$ cat src/rtl/loop_fabric_pkg.sv
package loop_fabric_pkg;

  typedef enum logic [1:0] {
    FACE_N = 2'd0,
    FACE_E = 2'd1,
    FACE_S = 2'd2,
    FACE_W = 2'd3
  } face_e;

  // Side a stage faces, from slot parity and stage index (1..4)
  function automatic face_e stage_face(input int par, input int k);
    case (k)
      4:       return (par != 0) ? FACE_S : FACE_N;
      3:       return (par != 0) ? FACE_W : FACE_E;
      2:       return (par != 0) ? FACE_N : FACE_S;
      default: return (par != 0) ? FACE_E : FACE_W;
    endcase
  endfunction

  function automatic int face_drow(input face_e f);
    return (f == FACE_N) ? -1 : ((f == FACE_S) ? 1 : 0);
  endfunction

  function automatic int face_dcol(input face_e f);
    return (f == FACE_W) ? -1 : ((f == FACE_E) ? 1 : 0);
  endfunction

endpackage

$ cat src/rtl/loop_cfg_chain.sv
module loop_cfg_chain #(
  parameter int TOT = 64
) (
  input  logic           clk,
  input  logic           rst_n,
  input  logic           shift_en,
  input  logic           sdi,
  input  logic           load,
  output logic           sdo,
  output logic [TOT-1:0] shadow,
  output logic [TOT-1:0] act
);

  logic [TOT-1:0] shadow_q, shadow_d;
  logic [TOT-1:0] act_q, act_d;

  always_comb begin
    shadow_d = shadow_q;
    if (shift_en) shadow_d = {sdi, shadow_q[TOT-1:1]};
  end

  always_comb begin
    act_d = act_q;
    if (load) act_d = shadow_q;
  end

  always_ff @(posedge clk or negedge rst_n) begin
    if (!rst_n) begin
      shadow_q <= '0;
      act_q    <= '0;
    end else begin
      shadow_q <= shadow_d;
      act_q    <= act_d;
    end
  end

  assign sdo    = shadow_q[0];
  assign shadow = shadow_q;
  assign act    = act_q;

endmodule

$ cat src/rtl/loop_pair_map.sv
module loop_pair_map
  import loop_fabric_pkg::*;
#(
  parameter int ROWS = 4,
  parameter int COLS = 4,
  parameter int NMUX = 4,
  parameter int W    = 8,
  localparam int NSLOT = ROWS * COLS,
  localparam int TOT   = NSLOT * NMUX
) (
  input  logic [TOT-1:0]   act,
  input  logic [TOT*W-1:0] own_all,
  output logic [TOT-1:0]   sel,
  output logic [TOT*W-1:0] nbr_all
);

  for (genvar s = 0; s < NSLOT; s++) begin : g_slot
    localparam int R   = s / COLS;
    localparam int C   = s % COLS;
    localparam int PAR = (R + C) % 2;
    for (genvar k = 1; k <= NMUX; k++) begin : g_stage
      localparam face_e F  = stage_face(PAR, k);
      localparam int    NR = R + face_drow(F);
      localparam int    NC = C + face_dcol(F);
      localparam int    ME = s * NMUX + k - 1;
      if (NR >= 0 && NR < ROWS && NC >= 0 && NC < COLS) begin : g_link
        localparam int PEER = (NR * COLS + NC) * NMUX + k - 1;
        assign sel[ME]            = act[ME] & act[PEER];
        assign nbr_all[ME*W +: W] = own_all[PEER*W +: W];
      end else begin : g_edge
        assign sel[ME]            = 1'b0;
        assign nbr_all[ME*W +: W] = '0;
      end
    end
  end

endmodule

$ cat src/rtl/loop_slot.sv
module loop_slot #(
  parameter int NMUX = 4,
  parameter int W    = 8
) (
  input  logic              clk,
  input  logic              rst_n,
  input  logic [W-1:0]      tx,
  input  logic [NMUX-1:0]   sel,
  input  logic [NMUX*W-1:0] nbr_in,
  output logic [NMUX*W-1:0] own_out,
  output logic [W-1:0]      rx
);

  logic [W-1:0] st_q [NMUX];
  logic [W-1:0] st_d [NMUX];
  logic [W-1:0] own  [NMUX];

  // Stage k-1 index holds the registered output of mux m(k)
  for (genvar k = 0; k < NMUX; k++) begin : g_feed
    if (k == NMUX - 1) begin : g_top
      assign own[k] = tx;
    end else begin : g_mid
      assign own[k] = st_q[k+1];
    end
    assign own_out[k*W +: W] = own[k];
  end

  always_comb begin
    for (int k = 0; k < NMUX; k++) begin
      st_d[k] = sel[k] ? nbr_in[k*W +: W] : own[k];
    end
  end

  always_ff @(posedge clk or negedge rst_n) begin
    if (!rst_n) begin
      for (int k = 0; k < NMUX; k++) st_q[k] <= '0;
    end else begin
      for (int k = 0; k < NMUX; k++) st_q[k] <= st_d[k];
    end
  end

  assign rx = st_q[0];

endmodule

$ cat src/rtl/loop_fabric.sv
module loop_fabric #(
  parameter int ROWS = 4,
  parameter int COLS = 4,
  parameter int NMUX = 4,
  parameter int W    = 8,
  localparam int NSLOT = ROWS * COLS,
  localparam int TOT   = NSLOT * NMUX
) (
  input  logic               clk,
  input  logic               rst_n,
  input  logic               cfg_shift_en,
  input  logic               cfg_sdi,
  input  logic               cfg_load,
  output logic               cfg_sdo,
  input  logic [NSLOT*W-1:0] cell_tx,
  output logic [NSLOT*W-1:0] cell_rx
);

  logic [TOT-1:0]   cfg_shadow;
  logic [TOT-1:0]   act_ctrl;
  logic [TOT-1:0]   sel_all;
  logic [TOT*W-1:0] own_all;
  logic [TOT*W-1:0] nbr_all;

  loop_cfg_chain #(.TOT(TOT)) u_chain (
    .clk      (clk),
    .rst_n    (rst_n),
    .shift_en (cfg_shift_en),
    .sdi      (cfg_sdi),
    .load     (cfg_load),
    .sdo      (cfg_sdo),
    .shadow   (cfg_shadow),
    .act      (act_ctrl)
  );

  loop_pair_map #(.ROWS(ROWS), .COLS(COLS), .NMUX(NMUX), .W(W)) u_map (
    .act     (act_ctrl),
    .own_all (own_all),
    .sel     (sel_all),
    .nbr_all (nbr_all)
  );

  for (genvar s = 0; s < NSLOT; s++) begin : g_slot
    loop_slot #(.NMUX(NMUX), .W(W)) u_slot (
      .clk     (clk),
      .rst_n   (rst_n),
      .tx      (cell_tx[s*W +: W]),
      .sel     (sel_all[s*NMUX +: NMUX]),
      .nbr_in  (nbr_all[s*NMUX*W +: NMUX*W]),
      .own_out (own_all[s*NMUX*W +: NMUX*W]),
      .rx      (cell_rx[s*W +: W])
    );
  end

endmodule

$ cat config.mk
export PLATFORM = sky130hd
export DESIGN_NAME = loop_fabric
export DESIGN_NICKNAME = d
export VERILOG_FILES = /design/src/rtl/loop_fabric_pkg.sv /design/src/rtl/loop_cfg_chain.sv /design/src/rtl/loop_pair_map.sv /design/src/rtl/loop_slot.sv /design/src/rtl/loop_fabric.sv
export SDC_FILE = /design/constraint.sdc
export NUM_CORES = 1
export LEC_CHECK = 0
export ABC_CLOCK_PERIOD_IN_PS = 1550
export CORE_MARGIN = 2
export CORE_UTILIZATION = 60
export CTS_CLUSTER_SIZE = 28
export DETAILED_ROUTE_END_ITERATION = 16
export DONT_BUFFER_PORTS = 1
export HOLD_SLACK_MARGIN = 0.12
export PLACE_DENSITY = 0.76
export SETUP_SLACK_MARGIN = 0.02
export SYNTH_ARGS = -nofsm -noshare
export SYNTH_HDL_FRONTEND = slang
export SYNTH_SLANG_ARGS = --single-unit
$ cat constraint.sdc
create_clock -name clk -period 1.55 [get_ports clk]
set_input_delay 0.0775 -clock clk [delete_from_list [all_inputs] [get_ports clk]]
set_output_delay 0.0775 -clock clk [all_outputs]
set_load 0.005 [all_outputs]
# After elaboration in Yosys (flattened, before gate mapping)
# Cells that the tools add are included.
[totals] register_bits=640 inputBits=133
[classes] mux=48 bitwise=24
[ops] operator="$mux 8" n=48
[ops] operator="$and 1x1->1" n=24

# Logic depth before layout (Yosys ltp)
# Gate-level depths: netlist (run 1).
[logic_depth] word_depth=2 ltp_mapped=3 ltp_nobuf=2

# Hierarchy
# Synthesis (run 1) repeated with hierarchy kept, for this count alone.
[hier_totals] cells_unflattened=2064 hier_area_um2=31844.3
[modules_own_cells] module="loop_slot" cells_each=76 area_each_um2=1386.3 instances=16 seq_area_each_um2=800.8
[modules_own_cells] module="loop_cfg_chain" cells_each=271 area_each_um2=5365.1 instances=1 seq_area_each_um2=3203.1
[modules_own_cells] module="loop_pair_map" cells_each=577 area_each_um2=4297.9 instances=1 seq_area_each_um2=0.0

# Worst setup path before layout (run 1)
# OpenSTA, ideal clock, no wires.
[synth_path] kind="reg-to-reg" start="register u_chain.act_q[41], in the netlist u_chain.act[41]" end="register g_slot[10].u_slot.st_q (netlist bit g_slot[10].u_slot.own_out[0])" required_ps=1425 arrival_ps=979 setup_ps=125 path_slack_ps=445 stages_incl_launch_ff=4 path_cell_list="dfrtp_1 -> nand2_2 -> buf_6 -> mux2_4"
[synth_lines] item="start, declared" line="loop_cfg_chain.sv:15" rtl="logic [TOT-1:0] act_q, act_d;"
[synth_lines] item="start signal, assigned" line="loop_cfg_chain.sv:33" rtl="act_q <= act_d;"
[synth_lines] item="end, declared" line="loop_slot.sv:14" rtl="logic [W-1:0] st_q [NMUX];"

# Worst setup path in the final report (run 1)
[layout_path] start="input port cfg_load" end="register u_chain.act_q[2], in the netlist u_chain.act[2]"
[layout_lines] item="start, declared" line="loop_fabric.sv:13" rtl="input logic cfg_load,"
# No word-level cell between the ends.

==> metrics.txt, run 1 <==
result of the run finished with violations; violations in the final reports hold timing, slew limit; number of placement rows 71; Total Routed Length 45960 µm; share of cells above drive strength 1 44.10%; Detail Placement HPWL 27510 µm; post-route minimum period 1428 ps; DRC violations left 0; Synth Flop Type sky130_fd_sc_hd__dfrtp_1; EDFF count, synth 0; grt ovf 0; initial antenna violation count 6; register bit total from synthesis 624; number of instances in the synthesized netlist 1180; first-iteration detailed-routing DRC count 591; vias in the first global route 11720; Die ar. 0.03944 mm²; share of synthesized area occupied by flip-flops and latches 68.73%; synthesized area 0.02272 mm²; net count of the mapped netlist 1313; number of vias per cell 5.308; first-pass GRT wire length 69790 µm; worst-margin pin slew 2298 ps; list of most frequent post-synthesis cells 624 x sky130_fd_sc_hd__dfrtp_1, 260 x sky130_fd_sc_hd__mux2_4, 236 x sky130_fd_sc_hd__mux2_2, 34 x sky130_fd_sc_hd__buf_6, 24 x sky130_fd_sc_hd__nand2_2; I/O Buffers 0; Distinct cells, synth 6; endpoint of the lowest-slack register-to-register path u_chain.shadow[63]; die extent in x 198.6 µm; total number of nets in the final design 1550; footprint of the multi-input gates 0.006711 mm²; area delta synth->final 20.50%; DRT Pass-1 Iters 4; Finish-stage setup viols 0; Worst Path Class, Setup input port to register; Total GRT Usage 24.14%; total number of vias 10500; clock tree buffer depth 3; Reg2Reg Setup Slack 180 ps; sink count of the clock tree 624; standard cell core area 0.03749 mm²; Final Hold Slack -841.5 ps; CP arrival 1900 ps; Total Negative Setup Slacks 0 ps; fraction of registers with async set/reset 100.0%; capturing element type of the critical path register; Final Cycle Share 92.15%; source of the worst register-to-register timing path u_chain.shadow[63]; average cell area after synthesis 19.25 µm²; Clock Skew 35.13 ps; per-cell routed wire length 23.24 µm; maximum net fanout on the critical path 41; required arrival time at the worst endpoint 2020 ps; initial core utilization 60.60%; total number of H-tree levels 2; number of failing hold endpoints at the final stage 624; maximum achievable frequency 700.1 MHz; startpoint type of the worst setup path input port; max-cap check violation count 0; Peak supply drop 0.0009575 V; cts repair resizes 0; YS warnings 0; most area-hungry cell type in the Yosys netlist sky130_fd_sc_hd__dfrtp_1; largest net degree at the start of global routing 625; most area-consuming cells after synthesis sky130_fd_sc_hd__dfrtp_1 69%, sky130_fd_sc_hd__mux2_4 17%, sky130_fd_sc_hd__mux2_2 12%; path class of the lowest-slack min-delay path input port to async pin; gp weighted congestion 0.7870; area taken by flip-flops and latches 0.01562 mm²; number of ports placed on the die boundary 262; headroom to the max-slew limit -53.21%; clock buffers created by TritonCTS 59; clock slew at the register clock pins of the worst setup and hold paths 60 ps; leakage power total 13.10 nW; fillers 2208; Routed Antenna Nets 0; Cell Pwr Density 1490 mW/mm²; setup repair after global routing missed its margin no; TritonCTS clock tree built; count of cells along the worst register-to-register path 2; Root Driver sky130_fd_sc_hd__clkbuf_16; die height 198.6 µm; Final Max Tran Viols 365; source-to-sink clock delay at the later pin of the worst-skew pair 620 ps; proportion of netlist area held by the largest area contributor 68.73%; most numerous cell in the Yosys netlist sky130_fd_sc_hd__dfrtp_1
## cell usage in the layout (no fill, tap or decap)
cell type	count
sky130_fd_sc_hd__buf_12	17
sky130_fd_sc_hd__buf_16	2
sky130_fd_sc_hd__buf_4	5
sky130_fd_sc_hd__bufinv_16	8
sky130_fd_sc_hd__clkbuf_1	7
sky130_fd_sc_hd__clkbuf_16	60
sky130_fd_sc_hd__clkbuf_8	13
sky130_fd_sc_hd__clkinv_2	13
sky130_fd_sc_hd__clkinv_4	2
sky130_fd_sc_hd__clkinv_8	1
sky130_fd_sc_hd__clkinvlp_4	1
sky130_fd_sc_hd__dfrtp_1	624
sky130_fd_sc_hd__diode_2	2
sky130_fd_sc_hd__dlygate4sd3_1	188
sky130_fd_sc_hd__inv_6	3
sky130_fd_sc_hd__inv_8	1
sky130_fd_sc_hd__mux2_2	236
sky130_fd_sc_hd__mux2_4	260
sky130_fd_sc_hd__nand2_2	24
## registers in the layout, summed over array words and instances (netlist names)
register and cells:
g_slot.u_slot.own_out 384, u_chain.shadow 64, u_chain.act 48, g_slot.u_slot.rx 128
## stage by stage
step	area, µm²	utilization, %	setup slack (ps)	total power, mW	cells
2_1_floorplan	22720	-	445.4	23.72	1180
3_3_place_gp	23340	62.25	270.4	24.80	1676
3_5_place_dp	23340	62.25	229.1	24.99	1676
4_1_cts	27360	72.99	29.78	40.91	1975
5_1_grt	27370	73.02	98.54	42.35	1977
6_report	27380	73.03	121.7	40.79	1978
## critical path: stages
cell,delay (ps)
sky130_fd_sc_hd__dlygate4sd3_1,620
sky130_fd_sc_hd__buf_16,280
sky130_fd_sc_hd__mux2_2,360
sky130_fd_sc_hd__dlygate4sd3_1,550
## how the worst max path moves through the flow
stage / slack (ps) / from / depth (start not counted) / endpoint
after floorplan: 450 / u_chain.act[41] / 3 / g_slot[10].u_slot.own_out[0]
after global placement: 270 / u_chain.act[2] / 3 / g_slot[1].u_slot.own_out[10]
after detailed placement: 230 / u_chain.act[4] / 2 / g_slot[1].u_slot.rx[3]
after CTS: 30 / u_chain.act[7] / 3 / g_slot[1].u_slot.own_out[23]
after global routing: 100 / cfg_shift_en / 4 / u_chain.shadow[34]
final: 120 / cfg_load / 4 / u_chain.act[2]
## metal layers
layer	up-vias	part of all wire [%]	global-route usage (%)
met1	5514	40	30.34
met2	262	50	39.90
met5	-	0.11	0
met4	8	4.5	11.86
li1	4591	-	-
met3	124	5.4	5.459
## timing repair
action                                  CTS  global route
endpoints found under the setup margin    0             1
hold buffers                            190             1
endpoints found under the hold margin   864           625
buffers inserted                          0             1
## power by group
group | internal [mW] | total, mW | switching (mW)
Sequential | 18.8 | 20.4 | 1.63
Combinational | 3.55 | 5.12 | 1.57
Clock | 9.07 | 15.2 | 6.17
Total | 31.4 | 40.8 | 9.37
## layout make-up
type,instances,area share [%]
sequential,624,57.04
multi-input combinational,520,24.52
timing repair buffer,212,8.455
clock buffer,80,6.234
tap,511,2.335
clock inverter,29,1.403
antenna,2,0.01828
## kinds of logic (layout without fill, tap and decap cells)
logic type             Yosys count  after routing  share of synthesized area (%)
DFF                            624            624                          68.73
buffers and inverters           36            321                          1.729
muxes                          496            496                          28.88
other                            0              2                              0
and+or+nand+nor                 24             24                         0.6608
(Power assumes the default switching activity.)
==> inputs of run 2 (changes only) <==
Settings changed: CORE_UTILIZATION 60 to 41, PLACE_DENSITY 0.76 to not set, TNS_END_PERCENT set to 100.
==> run 2 against run 1 <==
The flow finishes with violations (hold timing). Routed wire length about the same. Non-clock buffer count rose by 2. Sequential power is essentially flat. Via count down 1.1%. Combinational power is 4% lower. Setup slack worse by 32 ps. Worst hold slack better by 25 ps. Sequential share of layout area fell by 1.3 points. Cell count up 13%. Critical endpoint is now u_chain.shadow[36]. Largest power group unchanged.
==> metrics.txt, run 2 (synthesis gave the netlist of run 1 again) <==
result of the run finished with violations (unchanged); violations in the final reports hold timing (was hold timing, slew limit); Top Usage Layer GRT met2 (unchanged); number of failing hold endpoints at the final stage 624 (unchanged); die extent in x 239.4 µm (was 198.6 µm); clock tree buffer depth 3 (unchanged); Peak supply drop 0.0008451 V (was 0.0009575 V); leakage power total 13.26 nW (was 13.10 nW); Cell Pwr Density 1506 mW/mm² (was 1490 mW/mm²); maximum achievable frequency 684.9 MHz (was 700.1 MHz); startpoint type of the worst setup path input port (unchanged); number of vias per cell 4.652 (was 5.308); largest net degree at the start of global routing 625 (unchanged); DRC violations left 0 (unchanged); required arrival time at the worst endpoint 2020 ps (about the same); crit path max-delay cell type sky130_fd_sc_hd__dlygate4sd3_1 (unchanged); source-to-sink clock delay at the later pin of the worst-skew pair 590 ps (was 620 ps); number of placement rows 86 (was 71); vias in the first global route 11560 (was 11720); met2 Usage GRT 26.89% (was 39.90%); clock slew at the register clock pins of the worst setup and hold paths 60 ps (about the same); cts repair resizes 0 (unchanged); initial core utilization 41.32% (was 60.60%); Clock Skew 27.90 ps (was 35.13 ps); Final Hold Slack -816.9 ps (was -841.5 ps); grt ovf 0 (unchanged); Root Driver sky130_fd_sc_hd__clkbuf_16 (unchanged); DRT Pass-1 Iters 4 (unchanged); CTS Hold Buffers Added 192 (was 190); Setup Fix Bufs, Post-CTS 0 (unchanged); capturing element type of the critical path register (unchanged); Total GRT Usage 16.48% (was 24.14%); share of cells above drive strength 1 44.23% (was 44.10%); number of flip-flops under the largest register name 384 (unchanged); total number of nets in the final design 1560 (was 1550); I/O Buffers 0 (unchanged); first-iteration detailed-routing DRC count 510 (was 591); delay of the slowest cell on the worst path 630 ps (was 620 ps); fraction of power consumed by the clock network 39.7% (was 37.4%); Worst path most repeated cell sky130_fd_sc_hd__dlygate4sd3_1 (unchanged); Post-DP Area 0.02369 mm² (was 0.02334 mm²); per-cell routed wire length 20.60 µm (was 23.24 µm); die height 239.4 µm (was 198.6 µm); buffering stage count on the worst path with inverters included 3 (unchanged); total number of H-tree levels 3 (was 2); worst-margin pin slew 1463 ps (was 2298 ps); TritonCTS clock tree built (unchanged); path class of the lowest-slack min-delay path input port to async pin (unchanged); worst setup slack after layout 89.87 ps (was 121.7 ps); total number of vias 10380 (was 10500); post-route minimum period 1460 ps (was 1428 ps); headroom to the max-slew limit 2.479% (was -53.21%); CP Cell Sequence dlygate4sd3_1 -> buf_16 -> mux2_2 -> dlygate4sd3_1 (unchanged); CP arrival 1930 ps (was 1900 ps); standard cell core area 0.05499 mm² (was 0.03749 mm²); logic gate share of total power 11.7% (was 12.5%); Finish-stage setup viols 0 (unchanged); switching portion of total power 22.63% (was 22.96%); Routed Antenna Nets 0 (unchanged); power spent charging and discharging nets 9.542 mW (was 9.368 mW); GR met3 Demand/Resource 4.564% (was 5.459%); maximum net fanout on the critical path 48 (was 41); Final Max Tran Viols 0 (was 365); kind of cell with the highest combined delay on the critical path buffers and inverters (unchanged); met1 usage in global routing 21.03% (was 30.34%); fillers 4410 (was 2208); post-route cell area 0.02800 mm² (was 0.02738 mm²); Total Routed Length 45960 µm (about the same); clock buffers created by TritonCTS 67 (was 59); Final Cycle Share 94.20% (was 92.15%); first-pass GRT wire length 70070 µm (was 69790 µm); Worst Path Class, Setup input port to register (unchanged); Internal 32.62 mW (was 31.42 mW); initial antenna violation count 5 (was 6); number of ports placed on the die boundary 262 (unchanged); max-cap check violation count 0 (unchanged); sink count of the clock tree 624 (unchanged); leading cell type in the layout, fill and taps excluded sky130_fd_sc_hd__dfrtp_1 (unchanged); Die ar. 0.05731 mm² (was 0.03944 mm²); gp weighted congestion 0.7877 (was 0.7870); setup repair after global routing missed its margin no (unchanged); Worst Setup Slack post-DPL 209.3 ps (was 229.1 ps); top library cells by usage in the layout, fill and taps aside 624 x sky130_fd_sc_hd__dfrtp_1, 260 x sky130_fd_sc_hd__mux2_4, 236 x sky130_fd_sc_hd__mux2_2 (unchanged); area delta synth->final 23.25% (was 20.50%); relative contribution of sequential cells to total power 48.6% (was 50.1%); Total Negative Setup Slacks 0 ps (unchanged); Detail Placement HPWL 30070 µm (was 27510 µm)
==> run 2: cell types whose count changed in the layout (fill, tap and decap cells not counted), sizes merged <==
cell         delta
clkbuf         +11
bufinv          +2
dlygate4sd3     +2
inv             +2
clkinv          -1
==> run 2: per-layer routing <==
| layer | up-vias | part of all wire (%) |
|---|---|---|
| li1 | 4619 | - |
| met2 | 221 | 49 |
| met4 | 2 | 2.5 |
| met3 | 73 | 5.8 |
| met5 | - | 0.024 |
| met1 | 5464 | 43 |
==> run 2: path summary, 6_finish.rpt <==
kind                                                       to  cells past startpoint  slack, ps                   startpoint
worst max-delay path                       u_chain.shadow[36]                      4         90                 cfg_shift_en
worst min-delay path                   g_slot[1].u_slot.rx[6]                      0       -820                        rst_n
worst max register to register             u_chain.shadow[62]                      2        170           u_chain.shadow[63]
worst min register to register         g_slot[0].u_slot.rx[4]                      0        340  g_slot[0].u_slot.own_out[4]
max in group asynchronous       g_slot[14].u_slot.own_out[21]                      0       1170                        rst_n
min in group clk                           u_chain.shadow[63]                      2        180                 cfg_shift_en
==> run 2: final cells by class <==
type | instances | area [µm²] | area share, %
well taps | 748 | 935.9 | 3.342
clock inverters | 32 | 450.4 | 1.609
repair buffers | 214 | 2385 | 8.517
diodes | 2 | 5.005 | 0.01787
flip-flops and latches | 624 | 15620 | 55.77
multi-input cells | 520 | 6711 | 23.97
clock buffers | 91 | 1898 | 6.779
==> run 2: stage by stage <==
stage          total power, mW  util [%]  instances
3_5_place_dp             25.07     43.08       1914
3_3_place_gp             24.96     43.08       1914
4_1_cts                  42.78     50.91       2229
5_1_grt                  44.02     50.92       2231
6_report                 42.16     50.92       2231
2_1_floorplan            23.72         -       1180
==> run 2: power by group through the flow <==
stage | clock (mW) | sequential, mW | combinational (mW)
4_1_cts | 17.2 | 20.6 | 4.99
3_5_place_dp | 0 | 20.8 | 4.23
6_report | 16.7 | 20.5 | 4.94
5_1_grt | 18.0 | 20.8 | 5.28
3_3_place_gp | 0 | 20.8 | 4.16
2_1_floorplan | 0 | 20.0 | 3.70
